**config.mk**
```make
export PLATFORM = sky130hd
export DESIGN_NAME = rx_ring_writer
export DESIGN_NICKNAME = d
export VERILOG_FILES = /design/src/rtl/rxr_pkg.sv /design/src/rtl/rxr_ctrl.sv /design/src/rtl/rxr_datapath.sv /design/src/rtl/rx_ring_writer.sv
export SDC_FILE = /design/constraint.sdc
export NUM_CORES = 1
export LEC_CHECK = 0
export BUFFER_PORTS_ARGS = -buffer_cell sky130_fd_sc_hd__buf_2
export CAP_MARGIN = 20
export CORE_ASPECT_RATIO = 1.25
export CORE_MARGIN = 5
export CORE_UTILIZATION = 40
export CTS_BUF_LIST = sky130_fd_sc_hd__clkbuf_8
export CTS_CLUSTER_DIAMETER = 30
export DETAILED_ROUTE_END_ITERATION = 10
export GPL_TIMING_DRIVEN = 0
export PLACE_DENSITY = 0.67
export SKIP_LAST_GASP = 1
export SLEW_MARGIN = 20
export SYNTH_ARGS = -nofsm -noshare
export SYNTH_HDL_FRONTEND = slang
export SYNTH_SLANG_ARGS = --single-unit
```
**constraint.sdc**
```tcl
create_clock -name clk -period 8.3 [get_ports clk]
set_clock_uncertainty 0.05 [all_clocks]
set_input_delay 1.66 -clock clk [delete_from_list [all_inputs] [get_ports clk]]
set_output_delay 1.66 -clock clk [all_outputs]
set_load 0.03 [all_outputs]
```
**src/rtl/rxr_pkg.sv**
```systemverilog
package rxr_pkg;

  typedef enum logic [2:0] {
    ST_IDLE,
    ST_BODY,
    ST_PAD,
    ST_HDR,
    ST_DROP
  } rxState_t;

  // strobes from control to datapath
  typedef struct packed {
    logic       loadFrame;
    logic       storeByte;
    logic       storePad;
    logic       storeHdr;
    logic [1:0] hdrSel;
    logic       commit;
  } rxStrobe_t;

  localparam logic [7:0] RX_STATUS_OK = 8'h01;

endpackage

```
**src/rtl/rxr_ctrl.sv**
```systemverilog
module rxr_ctrl
  import rxr_pkg::*;
(
  input  logic      clk,
  input  logic      rst_n,
  input  logic      inValid,
  input  logic      inStart,
  input  logic      inLast,
  input  logic      stopCmd,
  input  logic      roomOk,
  input  logic      shortAfter,
  output rxStrobe_t strobe,
  output logic      idle
);

  rxState_t   state, nxtState;
  logic [1:0] hdrIdx;

  always_comb begin
    strobe        = '0;
    strobe.hdrSel = hdrIdx;
    nxtState      = state;
    unique case (state)
      ST_IDLE: begin
        if (inValid && inStart) begin
          if (stopCmd || !roomOk) begin
            nxtState = inLast ? ST_IDLE : ST_DROP;
          end else begin
            strobe.loadFrame = 1'b1;
            strobe.storeByte = 1'b1;
            if (inLast) nxtState = shortAfter ? ST_PAD : ST_HDR;
            else        nxtState = ST_BODY;
          end
        end
      end
      ST_BODY: begin
        if (inValid) begin
          if (inStart) begin
            // early restart: abandon both frames
            nxtState = inLast ? ST_IDLE : ST_DROP;
          end else begin
            strobe.storeByte = 1'b1;
            if (inLast) nxtState = shortAfter ? ST_PAD : ST_HDR;
          end
        end
      end
      ST_PAD: begin
        strobe.storePad = 1'b1;
        if (!shortAfter) nxtState = ST_HDR;
      end
      ST_HDR: begin
        strobe.storeHdr = 1'b1;
        if (hdrIdx == 2'd3) begin
          strobe.commit = 1'b1;
          nxtState      = ST_IDLE;
        end
      end
      ST_DROP: begin
        if (inValid && inLast) nxtState = ST_IDLE;
      end
      default: nxtState = ST_IDLE;
    endcase
  end

  always_ff @(posedge clk or negedge rst_n) begin
    if (!rst_n) begin
      state  <= ST_IDLE;
      hdrIdx <= 2'd0;
    end else begin
      state  <= nxtState;
      hdrIdx <= (state == ST_HDR) ? hdrIdx + 2'd1 : 2'd0;
    end
  end

  assign idle = (state == ST_IDLE);

endmodule

```
**src/rtl/rxr_datapath.sv**
```systemverilog
module rxr_datapath
  import rxr_pkg::*;
#(
  parameter int PAGE_W    = 8,
  parameter int LEN_W     = 16,
  parameter int MAX_FRAME = 1514,
  parameter int MIN_FRAME = 60
) (
  input  logic                clk,
  input  logic                rst_n,
  input  rxStrobe_t           strobe,
  input  logic [7:0]          inData,
  input  logic [PAGE_W-1:0]   curPg,
  input  logic [PAGE_W-1:0]   ringStart,
  input  logic [PAGE_W-1:0]   ringStop,
  input  logic [PAGE_W-1:0]   boundaryPg,
  output logic                roomOk,
  output logic                shortAfter,
  output logic                memWe,
  output logic [PAGE_W+7:0]   memAddr,
  output logic [7:0]          memData,
  output logic [PAGE_W-1:0]   nextPg
);

  localparam int HDR_BYTES  = 4;
  localparam int CRC_BYTES  = 4;
  localparam int NEED_BYTES = MAX_FRAME + 4;
  localparam int NEED_PG    = (NEED_BYTES + 255) / 256;
  localparam int SW         = PAGE_W + 2;

  // ---- room check (sampled by control at frame start) ----
  logic signed [SW-1:0] ringPg, availPg;
  always_comb begin
    ringPg = $signed(SW'(ringStop)) - $signed(SW'(ringStart));
    if (curPg < boundaryPg)
      availPg = $signed(SW'(boundaryPg)) - $signed(SW'(curPg));
    else
      availPg = ringPg - ($signed(SW'(curPg)) - $signed(SW'(boundaryPg)));
  end
  assign roomOk = (ringStop > ringStart) && (availPg >= $signed(SW'(NEED_PG)));

  // ---- write pointer ----
  logic [PAGE_W-1:0] wrPg, basePg, srcPg, stepPg;
  logic [7:0]        wrOff, srcOff, stepOff;
  logic [LEN_W-1:0]  byteCnt, cntBase;

  assign srcPg   = strobe.loadFrame ? curPg : wrPg;
  assign srcOff  = strobe.loadFrame ? 8'(HDR_BYTES) : wrOff;
  assign cntBase = strobe.loadFrame ? '0 : byteCnt;

  always_comb begin
    stepOff = srcOff + 8'd1;
    stepPg  = srcPg;
    if (srcOff == 8'hFF) begin
      if ({1'b0, srcPg} + 1'b1 == {1'b0, ringStop}) stepPg = ringStart;
      else                                          stepPg = srcPg + 1'b1;
    end
  end

  assign shortAfter = (32'(cntBase) + 1) < MIN_FRAME;

  always_ff @(posedge clk or negedge rst_n) begin
    if (!rst_n) begin
      wrPg    <= '0;
      wrOff   <= '0;
      basePg  <= '0;
      byteCnt <= '0;
    end else begin
      if (strobe.loadFrame) basePg <= curPg;
      if (strobe.storeByte || strobe.storePad) begin
        wrPg    <= stepPg;
        wrOff   <= stepOff;
        byteCnt <= cntBase + 1'b1;
      end
    end
  end

  // ---- length and next-page link ----
  logic [LEN_W-1:0] total;
  logic [LEN_W:0]   spanPg, sumPg, ringSz, wrapPg;
  always_comb begin
    total  = byteCnt + LEN_W'(HDR_BYTES);
    spanPg = ({1'b0, total} + (LEN_W+1)'(CRC_BYTES + 255)) >> 8;
    sumPg  = (LEN_W+1)'(basePg) + spanPg;
    ringSz = (LEN_W+1)'(ringStop) - (LEN_W+1)'(ringStart);
    wrapPg = (sumPg >= (LEN_W+1)'(ringStop)) ? sumPg - ringSz : sumPg;
  end
  assign nextPg = PAGE_W'(wrapPg);

  // ---- store port ----
  logic [7:0] hdrByte;
  always_comb begin
    unique case (strobe.hdrSel)
      2'd0:    hdrByte = RX_STATUS_OK;
      2'd1:    hdrByte = 8'(nextPg);
      2'd2:    hdrByte = 8'(total);
      default: hdrByte = 8'(total >> 8);
    endcase
  end

  assign memWe   = strobe.storeByte | strobe.storePad | strobe.storeHdr;
  assign memAddr = strobe.storeHdr ? {basePg, 6'b0, strobe.hdrSel} : {srcPg, srcOff};
  assign memData = strobe.storeHdr ? hdrByte : (strobe.storePad ? 8'h00 : inData);

endmodule

```
**src/rtl/rx_ring_writer.sv**
```systemverilog
module rx_ring_writer
  import rxr_pkg::*;
#(
  parameter int PAGE_W    = 8,
  parameter int LEN_W     = 16,
  parameter int MAX_FRAME = 1514,
  parameter int MIN_FRAME = 60
) (
  input  logic              clk,
  input  logic              rst_n,
  input  logic              stopCmd,
  input  logic [PAGE_W-1:0] ringStart,
  input  logic [PAGE_W-1:0] ringStop,
  input  logic [PAGE_W-1:0] boundaryPg,
  input  logic [PAGE_W-1:0] curPg,
  input  logic              inStart,
  input  logic              inValid,
  input  logic              inLast,
  input  logic [7:0]        inData,
  output logic              memWe,
  output logic [PAGE_W+7:0] memAddr,
  output logic [7:0]        memData,
  output logic              curPgWr,
  output logic [PAGE_W-1:0] curPgNext,
  output logic              rxOkSet
);

  rxStrobe_t strobe;
  logic      roomOk, shortAfter, ctlIdle;

  rxr_ctrl u_ctrl (
    .clk(clk), .rst_n(rst_n),
    .inValid(inValid), .inStart(inStart), .inLast(inLast),
    .stopCmd(stopCmd), .roomOk(roomOk), .shortAfter(shortAfter),
    .strobe(strobe), .idle(ctlIdle)
  );

  rxr_datapath #(
    .PAGE_W(PAGE_W), .LEN_W(LEN_W), .MAX_FRAME(MAX_FRAME), .MIN_FRAME(MIN_FRAME)
  ) u_dp (
    .clk(clk), .rst_n(rst_n), .strobe(strobe), .inData(inData),
    .curPg(curPg), .ringStart(ringStart), .ringStop(ringStop),
    .boundaryPg(boundaryPg), .roomOk(roomOk), .shortAfter(shortAfter),
    .memWe(memWe), .memAddr(memAddr), .memData(memData), .nextPg(curPgNext)
  );

  assign curPgWr = strobe.commit;
  assign rxOkSet = strobe.commit;

endmodule

```
=== Yosys cells after proc, flatten, opt, wreduce, memory -nomap -nowiden ===
Cells that the tools add are included.

* Add/subtract/negate cells: 15
* Order comparisons: 5
* Equal/unequal tests: 15
* Mux-type cells: 34
* Bitwise operators: 2
* Reduce and logical (&&, ||, !) cells: 9

{| class="wikitable"
|+ Operator list
! kind !! number
|-
| $mux 8 || 7
|-
| $lt 32x6->1 const B || 1
|-
| $mux 16 || 2
|-
| $mux 3 || 10
|-
| $sub 8x8->9 || 3
|-
| $pmux 8 s3 || 1
|-
| $add 16x1->17 const B || 1
|-
| $add 16x9->17 const B || 1
|-
| $add 16x1->16 const B || 1
|-
| $add 16x3->16 const B || 1
|-
| $add 8x1->8 const B || 2
|-
| $sub 8x8->8 || 2
|-
| $pmux 3 s5 || 1
|-
| $add 8x9->10 || 1
|-
| $ge 10x4->1 const B || 1
|-
| $ge 10x8->1 || 1
|-
| $mux 10 || 1
|-
| $sub 10x10->10 || 1
|-
| $add 8x1->9 const B || 1
|-
| $eq 9x8->1 || 1
|-
| $eq 8x8->1 const B || 1
|-
| $gt 8x8->1 || 1
|-
| $lt 8x8->1 || 1
|-
| $mux 1 || 8
|-
| other kinds (18) || 29
|}

* Register bits: 45
* Bits of input ports: 46
* Output and inout port bits: 35
* Word-level logic and storage cells: 86

=== Longest topological paths before layout ===
Gate-level depths: netlist (run 1).

* Depth in word-level cells: 18
* Depth in mapped cells: 35
* Gate-level depth less buffers: 30

=== Cells and area by module ===
A second synthesis (run 1) with hierarchy kept.

* Cell total of the unflattened synthesis: 865
* Area, all modules: 6,600.1 µm²

{| class="wikitable"
|+ By module, submodules not included
! module !! times used !! cells an instance !! area each (µm²) !! sequential area each (µm²)
|-
| rxr_datapath || 1 || 825 || 6,223.5 || 1,001.0
|-
| rxr_ctrl || 1 || 39 || 369.1 || 125.1
|-
| rx_ring_writer || 1 || 1 || 7.5 || 0.0
|}

=== Worst setup path before layout (run 1) ===
OpenSTA, ideal clock, no wires.

* Kind: input -> register
* Start point: input port boundaryPg[2]
* End point: register u_ctrl.state[0]
* Arrival time: 7,439 ps
* Path slack: 716 ps
* Stages on the path: 34
* Path buffers: 6
* Cell sequence: inv_1 -> ha_1 -> buf_2 -> nor2b_1 -> o21ai_0 -> nand2b_1 -> a21o_1 -> a21o_1 -> a21o_1 -> a21o_1 -> ha_1 -> nor3b_1 -> nor4b_1 -> o2bb2ai_1 -> or3b_1 -> buf_6 -> nand3_1 -> clkbuf_1 -> clkbuf_1 -> clkbuf_1 -> and2_1 -> ha_1 -> and3_1 -> clkbuf_1 -> nand2_1 -> nand3_1 -> o21ai_0 -> nor4b_1 -> a41oi_1 -> a311oi_1 -> a31o_2 -> o22ai_1 -> a31oi_1 -> o31ai_1

* Cells in the longest elaborated chain, start to end: 18

{| class="wikitable"
|+ RTL lines
! element !! RTL line !! source
|-
| start, declared || rx_ring_writer.sv:14 || <nowiki>input logic [PAGE_W-1:0] boundaryPg,</nowiki>
|-
| $sub 8x8->9 || rxr_datapath.sv:38 || <nowiki>availPg = ringPg - ($signed(SW'(curPg)) - $signed(SW'(boundaryPg)));</nowiki>
|-
| $sub 10x10->10 || rxr_datapath.sv:38 ||
|-
| $mux 10 * || rxr_datapath.sv:35 || <nowiki>if (curPg < boundaryPg)</nowiki>
|-
| $ge 10x4->1 * || rxr_datapath.sv:40 || <nowiki>assign roomOk = (ringStop > ringStart) && (availPg >= $signed(SW'(NEED_PG)));</nowiki>
|-
| $logic_and 1x1->1 * || rxr_datapath.sv:40 ||
|-
| $logic_not 1->1 * || rxr_ctrl.sv:26 || <nowiki>if (stopCmd || !roomOk) begin</nowiki>
|-
| $logic_or 1x1->1 * || rxr_ctrl.sv:26 ||
|-
| $mux 2 || rxr_ctrl.sv:26 ||
|-
| [... 2 more ...] || -- ||
|-
| $mux 16 || rxr_datapath.sv:49 || <nowiki>assign cntBase = strobe.loadFrame ? '0 : byteCnt;</nowiki>
|-
| $add 16x1->17 || rxr_datapath.sv:60 || <nowiki>assign shortAfter = (32'(cntBase) + 1) < MIN_FRAME;</nowiki>
|-
| $lt 32x6->1 || rxr_datapath.sv:60 ||
|-
| $mux 1 || rxr_ctrl.sv:31, rxr_ctrl.sv:43 ||
|-
| $mux 3 (on tied branches) || rxr_ctrl.sv:43, rxr_ctrl.sv:31 ||
|-
| $mux 3 (on tied branches) || rxr_ctrl.sv:38, rxr_ctrl.sv:26 ||
|-
| $mux 3 (on tied branches) || rxr_ctrl.sv:37, rxr_ctrl.sv:25 ||
|-
| $pmux 3 s5 || rxr_ctrl.sv:23 || <nowiki>unique case (state)</nowiki>
|-
| end signal, assigned || rxr_ctrl.sv:70 || <nowiki>state <= nxtState;</nowiki>
|-
| end, declared || rxr_ctrl.sv:16 || <nowiki>rxState_t state, nxtState;</nowiki>
|}

Mark *: on every way between the ends. The rest lies on a longest branch, timed or not. The select of a mux whose other input is x is not followed.
A chain may end at the register's enable or synchronous reset.

=== Worst setup path in the final report (run 1) ===
* Start point: input port curPg[2]
* End point: output port memAddr[7]

* Cells in the longest elaborated chain, start to end: 12

{| class="wikitable"
|+ RTL lines
! element !! RTL line !! source
|-
| start, declared || rx_ring_writer.sv:15 || <nowiki>input logic [PAGE_W-1:0] curPg,</nowiki>
|-
| $sub 8x8->9 || rxr_datapath.sv:38 ||
|-
| $sub 10x10->10 || rxr_datapath.sv:38 ||
|-
| $mux 10 * || rxr_datapath.sv:35 ||
|-
| $ge 10x4->1 * || rxr_datapath.sv:40 ||
|-
| $logic_and 1x1->1 * || rxr_datapath.sv:40 ||
|-
| $logic_not 1->1 * || rxr_ctrl.sv:26 ||
|-
| $logic_or 1x1->1 * || rxr_ctrl.sv:26 ||
|-
| $mux 2 * || rxr_ctrl.sv:26 ||
|-
| $mux 2 * || rxr_ctrl.sv:25 || <nowiki>if (inValid && inStart) begin</nowiki>
|-
| $mux 1 * || rxr_ctrl.sv:23 ||
|-
| $mux 8 * || rxr_datapath.sv:48 || <nowiki>assign srcOff = strobe.loadFrame ? 8'(HDR_BYTES) : wrOff;</nowiki>
|-
| $mux 16 * || rxr_datapath.sv:102 || <nowiki>assign memAddr = strobe.storeHdr ? {basePg, 6'b0, strobe.hdrSel} : {srcPg, srcOff};</nowiki>
|-
| end, declared || rx_ring_writer.sv:21 || <nowiki>output logic [PAGE_W+7:0] memAddr,</nowiki>
|}

Mark *: on every way between the ends. The rest lies on a longest branch, timed or not.

==> results of run 1 <==
-- power by group --
| part | total [mW] | internal (mW) | leakage, nW | switching, mW |
|---|---|---|---|---|
| clock | 0.187 | 0.0920 | 0.0563 | 0.0953 |
| combinational | 1.14 | 0.400 | 2.94 | 0.745 |
| sequential | 0.343 | 0.272 | 0.594 | 0.0713 |
-- worst min-delay path by stage --
stage / to / cells after the start
after floorplan: u_ctrl.hdrIdx[0] / 1
after global placement: u_dp.wrOff[1] / 2
after detailed placement: u_ctrl.hdrIdx[0] / 1
after CTS: u_ctrl.hdrIdx[0] / 1
after global routing: u_ctrl.hdrIdx[0] / 1
final: u_ctrl.hdrIdx[0] / 1
-- worst max-delay path, stage by stage --
cell and delay [ps]:
buf_2 160, ha_1 280, buf_2 170, nor2b_1 130, o21ai_0 140, nand2b_1 110
a21o_1 200, a21o_1 200, a21o_1 180, a21o_1 190, ha_1 340, nor3b_1 170
nor4b_1 330, o2bb2ai_1 200, or3b_1 460, buf_6 170, nand3_2 140, buf_4 210
clkbuf_2 240, clkbuf_4 250, and3_1 170, buf_2 190
-- layer usage --
layer,share of wire [%],up-vias
met4,4.7,0
met5,0,-
met2,48,276
met1,42,3191
li1,-,3330
met3,5.1,63
-- what timing repair did --
| item | in CTS | in global routing |
|---|---|---|
| setup endpoints to repair | 8 | 27 |
| setup buffers | 0 | 6 |
| hold buffers | 0 | 0 |
| pin swaps | 0 | 2 |
| gates resized for setup | 3 | 16 |
-- layout by cell type (no fill, tap or decap), types with 8 or more instances in the layout --
cell type  synthesis  routed
a21o_1            24      24
a21oi_1           64      64
a31oi_1           13      13
and2_1            10      10
and3_1            21      20
buf_2              8      87
buf_4              3      11
clkbuf_1          30      23
dfrtp_1           45      45
fa_1              12      12
ha_1              66      66
inv_1             78      78
mux2_2             9       9
nand2_1           78      78
nand3_1           33      32
nand4_1           20      20
nor2_1            65      65
nor2b_1            8       8
nor3_1            19      19
o21ai_0           56      55
o31ai_1           14      14
xnor2_1           41      41
xor2_1            22      22
-- registers in the layout, summed over array words and instances, names as in the netlist --
| name | cells |
|---|---|
| u_dp.wrPg | 8 |
| u_dp.byteCnt | 16 |
| u_ctrl.hdrIdx | 2 |
| u_dp.wrOff | 8 |
| u_dp.basePg | 8 |
| u_ctrl.state | 3 |
-- logic make-up after synthesis --
logic type,Yosys count,synth area share [%]
AOI/OAI and AO/OA,257,26.17
buffers and inverters,122,7.425
DFF,45,16.92
and+or+nand+nor,296,22.71
xor gates and xnor gates,63,8.289
adders and majority gates,78,16.02
muxes,15,2.481
-- final cells by class --
type                       instances  area share [%]
buffer                            43           2.795
clock buffer                       5          0.9151
clock inverter                     3          0.6489
inverter                          78           3.894
multi-input combinational        709           67.22
sequential                        45           14.98
tap                              216           3.594
timing repair buffer              86           5.957
==> results.txt, run 1 <==
* Sequential cell area fraction in the yosys report: 16.92%
- Summing over every cut layer, the via total after detailed routing is 6860.
* Final Instance Area: 0.007520 sq mm
* First-pass GRT wire length: 33950 um
- The first routing iteration left 472 violations.
* Critical path capture point type: primary output
* Slew headroom: 40.70%
* Post-synthesis cell type with the largest combined area: dfrtp_1
- STA classifies the critical path startpoint as an input port.
- Slack of the critical path: 265.3 ps
- The filler cells instantiated in the layout total 1699.
- After detailed routing, the average wire length per cell comes to 18.22 um.
- Adding up every negative setup slack in the final design gives 0 ps.
* Area of the core: 0.01627 sq mm
- Summing all flip-flop and latch instances after layout gives 0.001126 sq mm.
- The synthesized design contains 45 register bits.
- The clock reaches the later pin of the worst-skew pair after 340 ps.
- Timing endpoint of the critical path: memAddr[7]
- Global routing used 21.56% of the available tracks across all layers.
- Async S/R FF share, synth: 100.0%
* Clock slew seen by the registers of the worst setup and hold paths: 100 ps
- Summing all multi-input logic gate instances after layout gives 0.005055 sq mm.
- At the end of routability-driven placement, the weighted congestion stood at 0.9160.
- Crit. Startpoint: curPg[2]
- Of the cells placed in the final design, the portion with a size suffix greater than 1 is 14.96%.
- Transition time at the pin with the least slew margin: 886.2 ps
- Final Hold Slack: 457.9 ps
* Top_reg_cell synth: dfrtp_1
- Clock period minus worst slack: 8035 ps
- Top-area cell type share of the netlist area: 16.92%
* Final period util: 96.80%
* Worst supply voltage drop on vdd: 0.1874 mV
- Power comes to 1.676 mW.
- Clock tree synthesis selected as its root buffer the cell clkbuf_8.
- Hold crit path type: reg2reg
- For this run, design rule violations remaining after detail routing come to 0.
- Global routing met2 resource utilization: 37.86%
- Final standard cell count with taps included and fillers excluded: 1185
- Number of warning messages in the yosys log: 0
* Number of global-route vias before repair: 6412
- Clock H-tree levels: 2
* Internal reg-to-reg setup slack: 3330 ps
- Synthesis instantiated 75 different standard cells from the library.
- 81 I/O pins were placed.
- Data required, critical path: 6590 ps
* Crit path max fanout: 10
- Highest clock rate: 124.5 MHz
* Port Buf Inserts: 80
* WL final: 21590 um
* Placed cells: 1172
- Entering global routing, the biggest net connects 46 pins.
- Clock tree from TritonCTS: done
- The clock drives 45 sinks.
- Initial Utilization: 40.92%
* Number of max-capacitance violations reported: 0
- The count of nets left with antenna violations once routing finished came out at 0.
- Cell area after placement: 0.007327 sq mm
- Global routing finished with a remaining overflow of 0.
- In this run the mean area of a mapped cell was 7.599 sq um.
* First-pass detailed-route iteration total: 5
- Leak: 3.596 nW
- Area of the mapped netlist: 0.006656 sq mm
* Area growth from synthesis to layout: 12.97%
- Most Used Layer, Global Route: met2
* PD cells: 222.8 mW/mm^2
* Synthesized instance count: 876
* Antenna violations before repair: 0
- Worst hold path startpoint: u_ctrl.hdrIdx[0]
* Setup violation total in the final timing report: 0
- The endpoint identified for the worst register-to-register timing path is u_ctrl.state[0].
* Global-route met1 utilization: 26.97%
- Die area: 0.01934 sq mm
- Before CTS, the worst setup slack after placement is -729.7 ps.
- The final hold violation count came to 0.
- Die Ht: 154.2 um
* Launch instance of the worst register-to-register path: u_ctrl.state[1]
- Ranked by instance count, the synthesized netlist is headed by inv_1 (78), nand2_1 (78), ha_1 (66).
* Num CTS Buffers: 5
- Crit path arrival time: 6320 ps
* Clock buffer depth: 2
- Core Util, Final: 46.23%
- The floorplan step set the die width to 125.4 um.
* Top cells by area, synth: dfrtp_1 (17%), ha_1 (12%), xnor2_1 (5.4%)
* Antenna diode count: 0
- The flow ran to the end, and the final reports show no timing, DRC or antenna violations.
* Total number of placement rows: 52
* Nets: 1092
- Worst Reg2Reg Path Length in Cells: 23
- When the netlist entered floorplanning its net count stood at 1000.
* Final slew viol count: 0
- The setup path with the least slack is of type in2out.
* Vias per std cell: 5.789
* Count of flip-flops with a built-in enable after synthesis: 0
- Global routing consumed, on the met3 layer, 2.139% of the routing resources.
* Detailed placement HPWL: 17390 um
(Power assumes the default switching activity.)
==> run 2: changes to the inputs <==
Settings changed: PLACE_DENSITY 0.67 to 0.64.
==> run 2 against run 1 <==
Register-to-register slack lost 50 ps. Core utilization down 0.14 points. Flip-flop and latch count did not move. Worst hold slack barely moved. Global-route usage is 0.33 points higher. Highest routed layer unchanged.
==> results.txt, run 2 (synthesis results as in run 1) <==
* Vias per std cell: 5.755 (-0.59%)
- The area growth from synthesis to layout is 12.63%.
- Critical path launch point type: input port
- Hold crit path type: reg2reg
* Flip-flop count of the largest register, all copies and words added: 16 (unchanged)
* Worst hold path startpoint: u_ctrl.hdrIdx[0]
- The final total negative setup slack was 0 ps (unchanged).
- Sequential Power Share: 20.6% (about the same)
- Total number of placement rows: 52 (unchanged)
- Crit path max fanout: 10 (unchanged)
- Clock slew seen by the registers of the worst setup and hold paths: 100 ps (about the same)
* I/O pins: 81 (unchanged)
- Initial Utilization: 40.92% (unchanged)
* Initial drt markers: 398 (-16%)
- The clock latency at the later pin of the worst-skew pair is 320 ps (-20 ps).
* Launch instance of the worst register-to-register path: u_ctrl.state[1]
- Clock Sink Count: 45 (unchanged)
- Slew headroom: 42.68% (+2.0 points)
- The library cells used most frequently in the layout, excluding fill and tap cells, are buf_2 (88), inv_1 (78), nand2_1 (78).
- The final hold violation count came to 0 (unchanged).
- The part of the power in the clock network was 9.9% (-1.3 points).
- Buffers and inverters on the worst path: 8 (+1)
* Grt total ovfl: 0 (unchanged)
- For this design, the slowest cell found on the critical path is or3b_1.
- First-pass GRT wire length: 34510 um (+1.6%)
- The number of standard cells in the final layout excluding fillers came to 1183 (-0.17%).
- The highest ir drop seen on vdd is 0.1536 mV (-18%).
* Clock tree from TritonCTS: done
- Setup violation total in the final timing report: 0 (unchanged)
- The number of buffers added on ports is 80 (unchanged).
- STA classifies the critical path endpoint as a primary output.
* Die width: 125.4 um (unchanged)
* Overall fraction of global-route tracks in use: 21.89% (+0.33 points)
- The top achievable clock speed was 125.3 MHz (+0.69%).
* Critical path start-end classification: in2out
- Placed cells: 1172 (unchanged)
- Clock H-tree levels: 2 (unchanged)
- Slack of the critical path: 320.5 ps (+55.28 ps)
* Detail Route Antenna Nets: 0 (unchanged)
- The placed wire-length estimate was 17700 um (+1.8%).
- Dominant delay contributor by cell family on the critical path: simple AND/OR/NAND/NOR gates
* Antenna violations before repair: 0 (unchanged)
- Most frequent standard cell in the layout excluding fill and tap cells: buf_2
- The per-cell routed wire length came to 18.55 um (+1.8%).
- Psw: 908.2 uW (-0.37%)
* Worst Reg2Reg Path Length in Cells: 21 (-8.7%)
- Total of hold buffers inserted after clock tree synthesis: 0 (unchanged)
* RSZ-0062 raised after global routing: no
- The required time at the endpoint of the critical path is 6590 ps (about the same).
- Drt drc: 0 (unchanged)
- Number of max-capacitance violations reported: 0 (unchanged)
* Cell at the root of the clock tree: clkbuf_8
- The final-report max-slew violation count is 0 (unchanged).
* Antenna diode count: 0 (unchanged)
* Num CTS Buffers: 5 (unchanged)
- Routability cong.: 0.9303 (+1.6%)
- The first-pass iteration count of the detailed router was 5 (unchanged).
- The power density of the placed cells is 221.1 mW/mm^2 (-0.77%).
* Total via count after detailed routing: 6808 (-0.76%)
- The largest stage delay on the critical path was 450 ps (about the same).
- The transition time at the pin with the least slew margin is 856.6 ps (-29.62 ps).
- Proportion of layout cells with a drive suffix above 1: 14.89% (-0.072 points)
- The switching part of the total came to 54.79% (+0.38 points).
* Portion of total power attributed to combinational logic: 69.5% (+1.2 points)
- The area of the die came to 0.01934 sq mm (unchanged).
* Largest net degree at the start of global routing: 46 (unchanged)
- The critical path starts at ringStop[0].
- Total stage count of the critical path: 24 (+9.1%)
- The height of the die is 154.2 um (unchanged).
* Cell Int Power: 749.5 uW (-1.9%)
- The most critical setup path has its endpoint at memAddr[7].
* Area of the core: 0.01627 sq mm (unchanged)
* Status: complete, no violations
- Series of cell instances along the critical path: buf_2 -> inv_1 -> ha_1 -> inv_1 -> fa_1 -> nand2_1 -> nand2_1 -> a21oi_1 -> o21bai_1 -> a21oi_1 -> o21bai_1 -> a21oi_1 -> ha_1 -> nor3b_1 -> nor4b_1 -> o2bb2ai_1 -> or3b_1 -> buf_6 -> nand3_2 -> buf_4 -> buf_2 -> clkbuf_4 -> and3_1 -> buf_2
- Number of global-route vias before repair: 6677 (+4.1%)
- The final critical-path share of the clock period came to 96.14% (-0.67 points).
- u_dp.byteCnt holds more flip-flops than any other register.
- The static leakage came to 3.582 nW (-0.38%).
* Clock period minus worst slack: 7979 ps (-55.28 ps)
- The post-placement setup slack came to -764.2 ps (-34.47 ps).
* WL final: 21940 um (+1.6%)
- Crit path arrival time: 6270 ps (-50 ps)
* Internal reg-to-reg setup slack: 3280 ps (-50 ps)
- The final-stage net count came to 1090 (-0.18%).
- Clock buffer depth: 2 (unchanged)
- Reg-to-reg endpoint: u_dp.wrPg[6]
-- run 2: changes by cell type in the layout (fill, tap and decap cells not counted) --
| cell | change |
|---|---|
| a21boi_0 | -1 |
| ha_1 | -1 |
| clkbuf_8 | +2 |
| bufinv_16 | -1 |
| clkinvlp_4 | -1 |
| inv_6 | +1 |
| inv_8 | -1 |
| ha_2 | +1 |
| clkbuf_2 | -2 |
| a21boi_1 | +1 |
| buf_2 | +1 |
| buf_4 | -1 |
-- run 2: metrics by stage --
step / hold WS [ps] / power (mW) / area (sq um) / util [%]
floorplan: 410.2 / 1.148 / 6656 / -
global placement: 437.7 / 1.468 / 7327 / 45.05
detailed placement: 447.6 / 1.477 / 7330 / 45.06
CTS: 466.3 / 1.650 / 7447 / 45.78
global route: 477.1 / 1.785 / 7497 / 46.09
finish: 457.5 / 1.658 / 7497 / 46.09
-- run 2: worst min-delay path by stage --
stage,slack (ps),end,cells after the start
after floorplan,410,u_ctrl.hdrIdx[0],1
after detailed placement,450,u_dp.wrOff[1],2
after CTS,470,u_ctrl.hdrIdx[0],1
after global placement,440,u_ctrl.hdrIdx[0],1
final,460,u_ctrl.hdrIdx[0],1
after global routing,480,u_ctrl.hdrIdx[0],1
-- run 2: power groups by stage --
| stage | clock (mW) | sequential (mW) | combinational (mW) |
|---|---|---|---|
| final | 0.164 | 0.342 | 1.15 |
| after global routing | 0.176 | 0.347 | 1.26 |
| after CTS | 0.167 | 0.340 | 1.14 |
| after detailed placement | 0 | 0.345 | 1.13 |
| after global placement | 0 | 0.343 | 1.12 |
| after floorplan | 0 | 0.318 | 0.829 |
-- run 2: worst reg2reg max path: stages (launching register included) --
cell	delay, ps
dfrtp_1	370
clkbuf_1	220
nor2_1	230
and3_1	300
o311a_1	310
o31ai_4	150
nor3_1	220
clkbuf_1	450
nand2_1	160
a21boi_1	180
inv_1	70
ha_1	360
nand2_1	100
nor2_1	140
xnor2_1	120
nor4_1	300
a211o_1	160
nand4b_1	190
nor4_4	290
buf_4	200
nor3_1	60
a211oi_1	260
-- run 2: repair_timing --
action | CTS | global route
endpoints found under the hold margin | 0 | 0
gates resized for setup | 5 | 14
buffers inserted | 0 | 5
pin swaps | 0 | 3
endpoints found under the setup margin | 8 | 26
-- run 2: routing by layer --
layer / part of all wire, % / track usage (%)
met1: 41 / 25.87
met2: 50 / 39.61
met3: 4.7 / 2.518
met4: 4.6 / 9.969
met5: 0 / 0
-- run 2: final cells by class --
class / count / area [sq um]
Clock inverter: 1 / 8.758
Multi-Input combinational cell: 709 / 5057
Sequential cell: 45 / 1126
Fill cell: 1737 / 8768
Inverter: 78 / 292.8
Timing Repair Buffer: 85 / 440.4
Tap cell: 216 / 270.3
Clock buffer: 7 / 96.34
Buffer: 42 / 205.2
